$ cat src/rtl/fpm_pkg.sv
`timescale 1ns/1ps
// Package fpm_pkg
// Shared format constants and types of the floating-point multiplier.
// Assumes a binary interchange layout: sign, biased exponent, fraction.
package fpm_pkg;
    localparam int EXP_W  = 8;
    localparam int FRAC_W = 23;
    localparam int SIG_W  = FRAC_W + 1;
    localparam int WORD_W = 1 + EXP_W + FRAC_W;
    localparam int PROD_W = 2 * SIG_W;
    localparam int XW     = EXP_W + 2;
    localparam int BIAS   = (1 << (EXP_W - 1)) - 1;

    localparam logic [WORD_W-1:0] QNAN_WORD =
        {1'b0, {EXP_W{1'b1}}, 1'b1, {(FRAC_W-1){1'b0}}};

    typedef struct packed {
        logic                  sign;
        logic [EXP_W-1:0]      exp;
        logic [FRAC_W-1:0]     frac;
    } fp_word_t;

    typedef struct packed {
        logic zero;
        logic inf;
        logic nan;
    } fp_class_t;

    typedef enum logic {
        ST_IDLE = 1'b0,
        ST_RUN  = 1'b1
    } fpm_state_t;
endpackage

$ cat src/rtl/fpm_unpack.sv
`timescale 1ns/1ps
// Module fpm_unpack
// Splits one operand word into sign, exponent and significand with the
// implied one, and classifies it. An exponent field of zero is flushed
// to zero regardless of the fraction. Purely combinational.
module fpm_unpack
    import fpm_pkg::*;
(
    input  logic [WORD_W-1:0] word,
    output logic              sign,
    output logic [EXP_W-1:0]  exp,
    output logic [SIG_W-1:0]  sig,
    output fp_class_t         cls
);
    fp_word_t w;
    logic     exp_ones;
    logic     frac_any;

    assign w = word;

    // Field extraction and classification.
    always_comb begin
        exp_ones = &w.exp;
        frac_any = |w.frac;
        sign     = w.sign;
        exp      = w.exp;
        sig      = {1'b1, w.frac};
        cls.zero = (w.exp == '0);
        cls.inf  = exp_ones & ~frac_any;
        cls.nan  = exp_ones & frac_any;
    end
endmodule

$ cat src/rtl/fpm_sigmul.sv
`timescale 1ns/1ps
// Module fpm_sigmul
// Iterative unsigned shift-add multiplier. A pulse on go loads the
// operands; W steps later fin pulses once with the full 2W-bit product
// on prod, which then holds until the next go. go while active restarts.
module fpm_sigmul #(
    parameter int W = 24
) (
    input  logic           clk,
    input  logic           rst_n,
    input  logic           go,
    input  logic [W-1:0]   a,
    input  logic [W-1:0]   b,
    output logic           fin,
    output logic [2*W-1:0] prod
);
    localparam int CW = $clog2(W + 1);
    localparam logic [CW-1:0] LAST = CW'(W - 1);

    logic [2*W-1:0] mcand;
    logic [W-1:0]   mplier;
    logic [2*W-1:0] acc;
    logic [CW-1:0]  cnt;
    logic           active;
    logic           fin_q;

    // One partial product per cycle: add, then shift both operands.
    always_ff @(posedge clk) begin
        if (!rst_n) begin
            mcand  <= '0;
            mplier <= '0;
            acc    <= '0;
            cnt    <= '0;
            active <= 1'b0;
            fin_q  <= 1'b0;
        end else begin
            fin_q <= 1'b0;
            if (go) begin
                acc    <= '0;
                mcand  <= {{W{1'b0}}, a};
                mplier <= b;
                cnt    <= '0;
                active <= 1'b1;
            end else if (active) begin
                if (mplier[0]) begin
                    acc <= acc + mcand;
                end
                mcand  <= mcand << 1;
                mplier <= mplier >> 1;
                cnt    <= cnt + 1'b1;
                if (cnt == LAST) begin
                    active <= 1'b0;
                    fin_q  <= 1'b1;
                end
            end
        end
    end

    assign fin  = fin_q;
    assign prod = acc;
endmodule

$ cat src/rtl/fpm_round.sv
`timescale 1ns/1ps
// Module fpm_round
// Turns a raw significand product and two biased exponents into a packed
// result: one-place normalization, round to nearest even, renormalization
// on carry, then exponent range check. Assumes both operands were normal.
module fpm_round
    import fpm_pkg::*;
(
    input  logic              sign,
    input  logic [EXP_W-1:0]  ea,
    input  logic [EXP_W-1:0]  eb,
    input  logic [PROD_W-1:0] prod,
    output logic [WORD_W-1:0] result,
    output logic              ovf,
    output logic              unf
);
    localparam logic [XW-1:0] BIAS_X = XW'(BIAS);
    localparam logic [XW-1:0] MAX_X  = XW'((1 << EXP_W) - 1);
    localparam logic [XW-1:0] ONE_X  = XW'(1);

    logic [XW-1:0]     esum;
    logic              hi;
    logic [PROD_W-1:0] norm;
    logic [FRAC_W-1:0] frac;
    logic              rbit;
    logic              sticky;
    logic              inc;
    logic [FRAC_W:0]   rsum;
    logic              carry;
    logic [XW-1:0]     efin;

    // Exponent sum in extended width, so both range ends stay visible.
    always_comb begin
        esum = {2'b00, ea} + {2'b00, eb} - BIAS_X;
    end

    // Normalize by at most one place and pick round and sticky bits.
    always_comb begin
        hi     = prod[PROD_W-1];
        norm   = hi ? prod : {prod[PROD_W-2:0], 1'b0};
        frac   = norm[PROD_W-2 -: FRAC_W];
        rbit   = norm[PROD_W-2-FRAC_W];
        sticky = |norm[PROD_W-3-FRAC_W:0];
    end

    // Nearest-even increment and carry-out renormalization.
    always_comb begin
        inc   = rbit & (sticky | frac[0]);
        rsum  = {1'b0, frac} + {{FRAC_W{1'b0}}, inc};
        carry = rsum[FRAC_W];
        efin  = esum + {{(XW-1){1'b0}}, hi} + {{(XW-1){1'b0}}, carry};
    end

    // Range check and packing of the final word.
    always_comb begin
        ovf = ($signed(efin) >= $signed(MAX_X));
        unf = ($signed(efin) <  $signed(ONE_X));
        if (ovf) begin
            result = {sign, {EXP_W{1'b1}}, {FRAC_W{1'b0}}};
        end else if (unf) begin
            result = {sign, {EXP_W{1'b0}}, {FRAC_W{1'b0}}};
        end else begin
            result = {sign, efin[EXP_W-1:0], rsum[FRAC_W-1:0]};
        end
    end
endmodule

$ cat src/rtl/fp32_mult_unit.sv
`timescale 1ns/1ps
// Module fp32_mult_unit
// Single-precision multiplier with a start/done handshake. Special
// operands (zero, flushed subnormal, infinity, NaN) resolve in one cycle;
// others go through the iterative significand multiplier and the rounder.
// Assumes start is a request sampled only while busy is low.
module fp32_mult_unit
    import fpm_pkg::*;
(
    input  logic              clk,
    input  logic              rst_n,
    input  logic              start,
    input  logic [WORD_W-1:0] opa,
    input  logic [WORD_W-1:0] opb,
    output logic              busy,
    output logic              done,
    output logic [WORD_W-1:0] product,
    output logic              ovf,
    output logic              unf
);
    logic [WORD_W-1:0] op_word [2];
    logic              op_sign [2];
    logic [EXP_W-1:0]  op_exp  [2];
    logic [SIG_W-1:0]  op_sig  [2];
    fp_class_t         op_cls  [2];

    assign op_word[0] = opa;
    assign op_word[1] = opb;

    // One unpacker per operand.
    for (genvar gi = 0; gi < 2; gi++) begin : g_unpack
        fpm_unpack u_unpack (
            .word (op_word[gi]),
            .sign (op_sign[gi]),
            .exp  (op_exp[gi]),
            .sig  (op_sig[gi]),
            .cls  (op_cls[gi])
        );
    end

    fpm_state_t        state;
    logic              sign_q;
    logic [EXP_W-1:0]  ea_q;
    logic [EXP_W-1:0]  eb_q;
    logic [WORD_W-1:0] product_q;
    logic              ovf_q;
    logic              unf_q;
    logic              done_q;

    logic              res_sign;
    logic              any_nan;
    logic              any_inf;
    logic              any_zero;
    logic              special;
    logic [WORD_W-1:0] spec_word;
    logic              accept;
    logic              mul_go;
    logic              mul_fin;
    logic [PROD_W-1:0] mul_prod;
    logic [WORD_W-1:0] rnd_word;
    logic              rnd_ovf;
    logic              rnd_unf;

    // Special-operand resolution, NaN taking priority over infinity.
    always_comb begin
        res_sign = op_sign[0] ^ op_sign[1];
        any_nan  = op_cls[0].nan | op_cls[1].nan
                 | (op_cls[0].zero & op_cls[1].inf)
                 | (op_cls[0].inf  & op_cls[1].zero);
        any_inf  = op_cls[0].inf  | op_cls[1].inf;
        any_zero = op_cls[0].zero | op_cls[1].zero;
        special  = any_nan | any_inf | any_zero;
        if (any_nan) begin
            spec_word = QNAN_WORD;
        end else if (any_inf) begin
            spec_word = {res_sign, {EXP_W{1'b1}}, {FRAC_W{1'b0}}};
        end else begin
            spec_word = {res_sign, {EXP_W{1'b0}}, {FRAC_W{1'b0}}};
        end
    end

    // Handshake decode.
    always_comb begin
        accept = start & (state == ST_IDLE);
        mul_go = accept & ~special;
    end

    fpm_sigmul #(.W(SIG_W)) u_sigmul (
        .clk   (clk),
        .rst_n (rst_n),
        .go    (mul_go),
        .a     (op_sig[0]),
        .b     (op_sig[1]),
        .fin   (mul_fin),
        .prod  (mul_prod)
    );

    fpm_round u_round (
        .sign   (sign_q),
        .ea     (ea_q),
        .eb     (eb_q),
        .prod   (mul_prod),
        .result (rnd_word),
        .ovf    (rnd_ovf),
        .unf    (rnd_unf)
    );

    // Control sequence and result registers.
    always_ff @(posedge clk) begin
        if (!rst_n) begin
            state     <= ST_IDLE;
            sign_q    <= 1'b0;
            ea_q      <= '0;
            eb_q      <= '0;
            product_q <= '0;
            ovf_q     <= 1'b0;
            unf_q     <= 1'b0;
            done_q    <= 1'b0;
        end else begin
            done_q <= 1'b0;
            case (state)
                ST_IDLE: begin
                    if (accept) begin
                        sign_q <= res_sign;
                        ea_q   <= op_exp[0];
                        eb_q   <= op_exp[1];
                        if (special) begin
                            product_q <= spec_word;
                            ovf_q     <= 1'b0;
                            unf_q     <= 1'b0;
                            done_q    <= 1'b1;
                        end else begin
                            state <= ST_RUN;
                        end
                    end
                end
                ST_RUN: begin
                    if (mul_fin) begin
                        product_q <= rnd_word;
                        ovf_q     <= rnd_ovf;
                        unf_q     <= rnd_unf;
                        done_q    <= 1'b1;
                        state     <= ST_IDLE;
                    end
                end
                default: state <= ST_IDLE;
            endcase
        end
    end

    assign busy    = (state == ST_RUN);
    assign done    = done_q;
    assign product = product_q;
    assign ovf     = ovf_q;
    assign unf     = unf_q;
endmodule

$ cat config.mk
export PLATFORM = sky130hd
export DESIGN_NAME = fp32_mult_unit
export DESIGN_NICKNAME = d
export VERILOG_FILES = /design/src/rtl/fpm_pkg.sv /design/src/rtl/fpm_unpack.sv /design/src/rtl/fpm_sigmul.sv /design/src/rtl/fpm_round.sv /design/src/rtl/fp32_mult_unit.sv
export SDC_FILE = /design/constraint.sdc
export NUM_CORES = 1
export LEC_CHECK = 0
export ABC_AREA = 1
export BUFFER_PORTS_ARGS = -buffer_cell sky130_fd_sc_hd__buf_2
export CORE_MARGIN = 10
export CORE_UTILIZATION = 40
export DETAILED_ROUTE_END_ITERATION = 16
export PLACE_DENSITY = 0.59
export SLEW_MARGIN = 20
export SYNTH_ARGS = -nofsm -noshare
export SYNTH_HDL_FRONTEND = slang
export SYNTH_HIERARCHICAL = 1
export SYNTH_SLANG_ARGS = --single-unit
$ cat constraint.sdc
create_clock -name clk -period 3.25 [get_ports clk]
set_input_delay 0.1625 -clock clk [delete_from_list [all_inputs] [get_ports clk]]
set_output_delay 0.1625 -clock clk [all_outputs]
set_load 0.01 [all_outputs]
Word-level counts from Yosys, hierarchy flattened --
Index checks and enable logic that the tools add are counted. Widths: inputs -> output; s select.
Word-level totals: flip-flop bits (word level) 180, input bits 67, word-level logic and storage cells 96
Operators by class: $add $sub $neg 7, $lt $le $gt $ge 2, eq/ne operators 4, muxes and demuxes 31, bitwise gates (word level) 24, reductions and logical operators 13
Operator list (count):
- $mux 32 | 4
- $mux 24 | 4
- $mux 31 | 3
- $reduce_or 23->1 | 3
- $pmux 32 s2 | 1
- $add 48x48->48 | 1
- $mux 47 | 1
- $add 23x1->24 | 1
- $add 10x1->10 | 2
- $logic_not 8->1 | 2
- $reduce_and 8->1 | 2
- $mux 1 | 14
- $ge 10x9->1 const B | 1
- $lt 10x2->1 const B | 1
- $sub 10x7->10 const B | 1
- $add 8x8->9 | 1
- $and 1x1->1 | 9
- $or 1x1->1 | 8
- $pmux 1 s2 | 4
- $not 1->1 | 6
- $add 5x1->5 const B | 1
- $eq 5x5->1 const B | 1
- $ne 2x2->1 const B | 2
- $reduce_and 2->1 | 2
- other kinds (6) | 6

Logic depth before layout (Yosys ltp) --
depth in word-level cells 11, depth in mapped cells 31

Cells and area by module --
The synthesis kept the hierarchy.
Modules (own cells, without submodules):
- fpm_sigmul | instances 1, cells an instance 1592, area an instance 9311.4 µm², seq. area each 2542.4 µm²
- fp32_mult_unit | instances 1, cells an instance 356, area an instance 2419.8 µm², seq. area each 1061.0 µm²
- fpm_round | instances 1, cells an instance 383, area an instance 2047.0 µm², seq. area each 0.0 µm²
- fpm_unpack | instances 2, cells an instance 69, area an instance 404.1 µm², seq. area each 0.0 µm²

Worst setup path before layout --
Ideal clock, no wire load.
kind register -> register, start point reg u_sigmul.acc[47] (netlist: u_sigmul/prod[47]), end point reg product_q[22] (netlist: product[22]), library setup time 113 ps, arrival 3491 ps, data required time 3137 ps, setup slack -354 ps, cell stages (with the launch flop) 28, path buffers 3, clock period less this slack 3604 ps, path through dfxtp_1 > buf_6 > inv_4 > buf_8 > nand2_1 > nand2_1 > nor2_2 > nand2_2 > nor2_4 > nand2_4 > nor2_4 > nand4_1 > fa_1 > fa_1 > or2_2 > nor2_1 > nand3_1 > nor2_1 > nand3_1 > nand2_1 > nand2_2 > nand2_4 > buf_6 > nor2_1 > nand2_1 > nand2_1 > nor2_1 > nor2_1
Between the ends: cells in the longest elaborated chain, start to end 11
Ends and longest elaborated chain:
- start: declaration | line fpm_sigmul.sv:22 | logic [2*W-1:0] acc;
- start signal: assignment | line fpm_sigmul.sv:46 | acc <= acc + mcand;
- $mux 47 | line fpm_round.sv:40 | norm = hi ? prod : {prod[PROD_W-2:0], 1'b0};
- $reduce_or 23->1 | line fpm_round.sv:43 | sticky = |norm[PROD_W-3-FRAC_W:0];
- $or 1x1->1 | line fpm_round.sv:48 | inc = rbit & (sticky | frac[0]);
- $and 1x1->1 | line fpm_round.sv:48
- $add 23x1->24 | line fpm_round.sv:49 | rsum = {1'b0, frac} + {{FRAC_W{1'b0}}, inc};
- $add 10x1->10 | line fpm_round.sv:51 | efin = esum + {{(XW-1){1'b0}}, hi} + {{(XW-1){1'b0}}, carry};
- $lt 10x2->1 | line fpm_round.sv:57 | unf = ($signed(efin) < $signed(ONE_X));
- $mux 31 | line fpm_round.sv:60 | end else if (unf) begin
- $mux 31 (*) | line fpm_round.sv:58 | if (ovf) begin
- named net rnd_word[22] | line fp32_mult_unit.sv:60 | logic [WORD_W-1:0] rnd_word;
- $mux 32 (*) | line fp32_mult_unit.sv:138 | if (mul_fin) begin
- $pmux 32 s2 (*) | line fp32_mult_unit.sv:121 | case (state)
- end signal: assignment | line fp32_mult_unit.sv:128 | product_q <= spec_word;
- end signal: assignment | line fp32_mult_unit.sv:139 | product_q <= rnd_word;
- end: declaration | line fp32_mult_unit.sv:45 | logic [WORD_W-1:0] product_q;
Mark *: on every way through the listed nets, which the timed path passes. The rest lies on a longest branch. The select of a mux whose other input is x is not followed. A chain may end at the register's enable or synchronous reset.

Worst setup path after layout --
start point reg u_sigmul.acc[47] (netlist: u_sigmul/prod[47]), end point reg product_q[28] (netlist: product[28])
Between the ends: cells in the longest elaborated chain, start to end 11
Ends and longest elaborated chain (line):
- $mux 47 | fpm_round.sv:40
- $reduce_or 23->1 | fpm_round.sv:43
- $or 1x1->1 | fpm_round.sv:48
- $and 1x1->1 | fpm_round.sv:48
- $add 23x1->24 | fpm_round.sv:49
- $add 10x1->10 (*) | fpm_round.sv:51
- $lt 10x2->1 | fpm_round.sv:57
- $mux 31 | fpm_round.sv:60
- $mux 31 (*) | fpm_round.sv:58
- named net rnd_word[28] | fp32_mult_unit.sv:60
- $mux 32 (*) | fp32_mult_unit.sv:138
- $pmux 32 s2 (*) | fp32_mult_unit.sv:121
Marks and branches as above.

==> results.json <==
{
  "cts_buffers": 17,
  "drc": 0,
  "routed_via_density": 4.73,
  "path_clk_slew_ps": 80,
  "clk_path_buf_depth": 2,
  "grt_pass1_vias": 13954,
  "seqPwrFrac_pct": 43.0,
  "yosysMostFrequentCell": "nand2_1",
  "firstDrtPassIters": 7,
  "powerDensity_nw_per_um2": 325,
  "drtIter0Drc": 954,
  "wl_per_cell_um": 14.2,
  "worst_slew_pin_slew_ps": 943,
  "drive_gt1_share_pct": 16.6,
  "violations": "setup timing",
  "crit_family": "simple AND/OR/NAND/NOR gates",
  "setup_viol": 31,
  "clk_latency_ps": 450,
  "num-fill-cells": 3822,
  "dpl.hpwl_mm": 33.9,
  "end_kind": "register",
  "maxCapViolCount": 0,
  "total_power_mw": 5.45,
  "final_area_um2": 16700,
  "track_usage_pct": 19.6,
  "start_util_pct": 40.8,
  "root_buffer": "clkbuf_16",
  "critPathLaunchType": "register",
  "rsz0062_at_grt": "true",
  "synth-async-reset-ratio_pct": 0,
  "whs_ps": 23.4,
  "p_leak_nw": 9.10,
  "p_int_mw": 3.75,
  "synth_top_area_cell": "dfxtp_1",
  "fmax_mhz": 274,
  "min_period_ps": 3650,
  "syn_to_final_growth_pct": 14.8,
  "overflow": 0,
  "place_area_um2": 15400,
  "status": "complete, but fails checks",
  "pwr-share-clk_pct": 38.2,
  "synth-edff-count": 0,
  "port_buffers": 102,
  "slew_headroom_pct": 37.1,
  "die_h_um": 211,
  "worst-path-buf-inv": 2,
  "irDropWorstVdd_mv": 0.374,
  "skew_ps": 13.3,
  "ys_types": 48,
  "critPathMaxFanout": 7,
  "clock-sinks": 180,
  "critPathSlowestCell": "fa_2",
  "avgSynthCellArea_um2": 5.91,
  "wirelength_mm": 43.5,
  "ys_top_cells_by_area": "dfxtp_1 (25%), nand2_1 (20%), inv_1 (11%), nor2_1 (8.9%), ha_1 (5.5%)",
  "hp-class": "input pin to register",
  "period_share_pct": 112,
  "num_antenna_cells": 0,
  "core_um2": 35700,
  "antenna_found_initial": 0,
  "comb_power_share_pct": 18.8,
  "syn-num-nets": 2603,
  "ios": 103,
  "synth_top_area_share_pct": 24.7,
  "gp_congestion": 0.901,
  "cts_tree": "yes",
  "crit_type": "register to register",
  "swShare_pct": 31.2,
  "rows": 69,
  "crit_arrival_ps": 4040,
  "synth_warnings": 6,
  "timing_hold_violations_final": 0,
  "p_switching_mw": 1.70,
  "yosysSeqAreaShare_pct": 24.7,
  "grt_max_degree": 97,
  "max_stage_delay_ps": 490,
  "setup_slack_ps": -400,
  "nets": 2726,
  "syn_area_um2": 14600,
  "cts-htree-levels": 4,
  "grt_pass1_wl_mm": 71.4,
  "ys.flop_type": "dfxtp_1",
  "num_vias": 14494,
  "crit_chain": "buf_6 > nand2_4 > nand2_4 > nor2_4 > nand2_2 > nor2_4 > nand2_4 > nor2_4 > nand4_1 > fa_2 > fa_2 > or2_4 > nor2_4 > nand3_2 > nor2_2 > nand3_2 > nand2_4 > nand2_8 > buf_6 > o21ai_1 > nand2_1 > nand2_1 > nor2_1 > nor2_1",
  "critical_path_required_ps": 3640,
  "ys_seq_elements": 180,
  "finalMaxSlewViolations": 0,
  "synth_common_cells": "nand2_1 (767), inv_1 (417), nor2_1 (344)",
  "die_area_um2": 44500,
  "die_x_um": 211,
  "postRouteAntennaNets": 0,
  "netlist_instances": 2469
}
==> per-stage QoR <==
stage                     setup TNS (ps)  utilization, %  cells  setup WS [ps]
after floorplan                    -3710               -   2469           -197
after global placement             -8050            43.2   2979           -316
after detailed placement          -10880            43.2   2979           -410
after CTS                          -8320            46.2   3055           -302
after global routing              -19170            46.8   3065           -669
final                             -10930            46.8   3065           -400
==> kinds of logic after synthesis <==
group           after synthesis  synth area share [%]
xor+xnor                     43                  2.58
compound gates              214                  8.35
simple gates               1386                  40.8
other cells                   2                0.0515
fa+ha+maj                    67                  5.90
flops                       180                  24.7
buf+inv                     576                  17.5
mux                           1                0.0686
==> timing repair <==
item | 4_1_cts | 5_1_grt
resized for setup | 27 | 38
endpoints found under the setup margin | 31 | 33
pin swaps | 8 | 45
endpoints found under the hold margin | 20 | 0
setup buffers | 23 | 10
hold buffers | 20 | 0
cloned | 2 | 0
==> tightest hold or removal path, delay by kind of cell <==
family	cells	cell delay (ps)
buffers and inverters	2	130
and+or+nand+nor	2	100
AOI/OAI and AO/OA	1	60
==> registers in the layout (all words and copies together), names as in the netlist, 5 cells and up <==
| signal | cells |
|---|---|
| ea_q | 8 |
| eb_q | 8 |
| product | 32 |
| u_sigmul/cnt | 5 |
| u_sigmul/mcand | 48 |
| u_sigmul/mplier | 24 |
| u_sigmul/prod | 48 |
==> worst paths after layout <==
check	from	endpoint	slack, ps	depth (start not counted)
setup reg to reg	u_sigmul/prod[47]$_SDFFE_PP0P_	product[28]$_SDFFE_PN0P_	-400	24
setup / recovery	u_sigmul/prod[47]$_SDFFE_PP0P_	product[28]$_SDFFE_PN0P_	-400	24
hold / removal	opb[8]	u_sigmul/mplier[8]$_SDFFE_PN0P_	20	5
hold reg to reg	u_sigmul/mplier[23]$_SDFFE_PN0P_	u_sigmul/mplier[23]$_SDFFE_PN0P_	470	2
==> power groups by stage <==
| stage | Clock [mW] | Combinational (mW) | Sequential [mW] |
|---|---|---|---|
| after CTS | 2.14 | 0.966 | 2.34 |
| after detailed placement | 0 | 0.897 | 2.39 |
| after global routing | 2.22 | 1.15 | 2.35 |
| after floorplan | 0 | 0.702 | 2.37 |
| after global placement | 0 | 0.887 | 2.39 |
| final | 2.08 | 1.02 | 2.34 |
==> per-layer routing <==
| metal | GRT usage (%) | share of wire, % | vias up |
|---|---|---|---|
| met3 | 2.82 | 3.9 | 51 |
| li1 | - | - | 7700 |
| met5 | 0 | 0 | - |
| met4 | 5.92 | 2.1 | 0 |
| met2 | 33.9 | 48 | 260 |
| met1 | 24.6 | 46 | 6483 |
==> layout make-up <==
type	count	area, µm²	area share, %
flip-flops and latches	180	3610	21.5
repair buffers	239	1640	9.77
clock buffers	17	425	2.54
multi-input cells	1715	8690	51.9
inverters	439	1660	9.90
clock inverters	14	149	0.889
well taps	461	577	3.44
==> layout by cell type (no fill, tap or decap), types with 34 or more instances in the layout <==
cell type	Yosys	routed
a21oi_1	68	67
nor2_2	46	49
nand2_2	34	39
buf_2	23	102
nand3_1	89	86
inv_1	417	412
o21ai_0	92	86
nand2_1	767	752
xor2_1	34	34
nor2_1	344	336
ha_1	64	64
buf_4	70	109
dfxtp_1	180	178
Note: power is estimated with default switching activity, not from simulation.
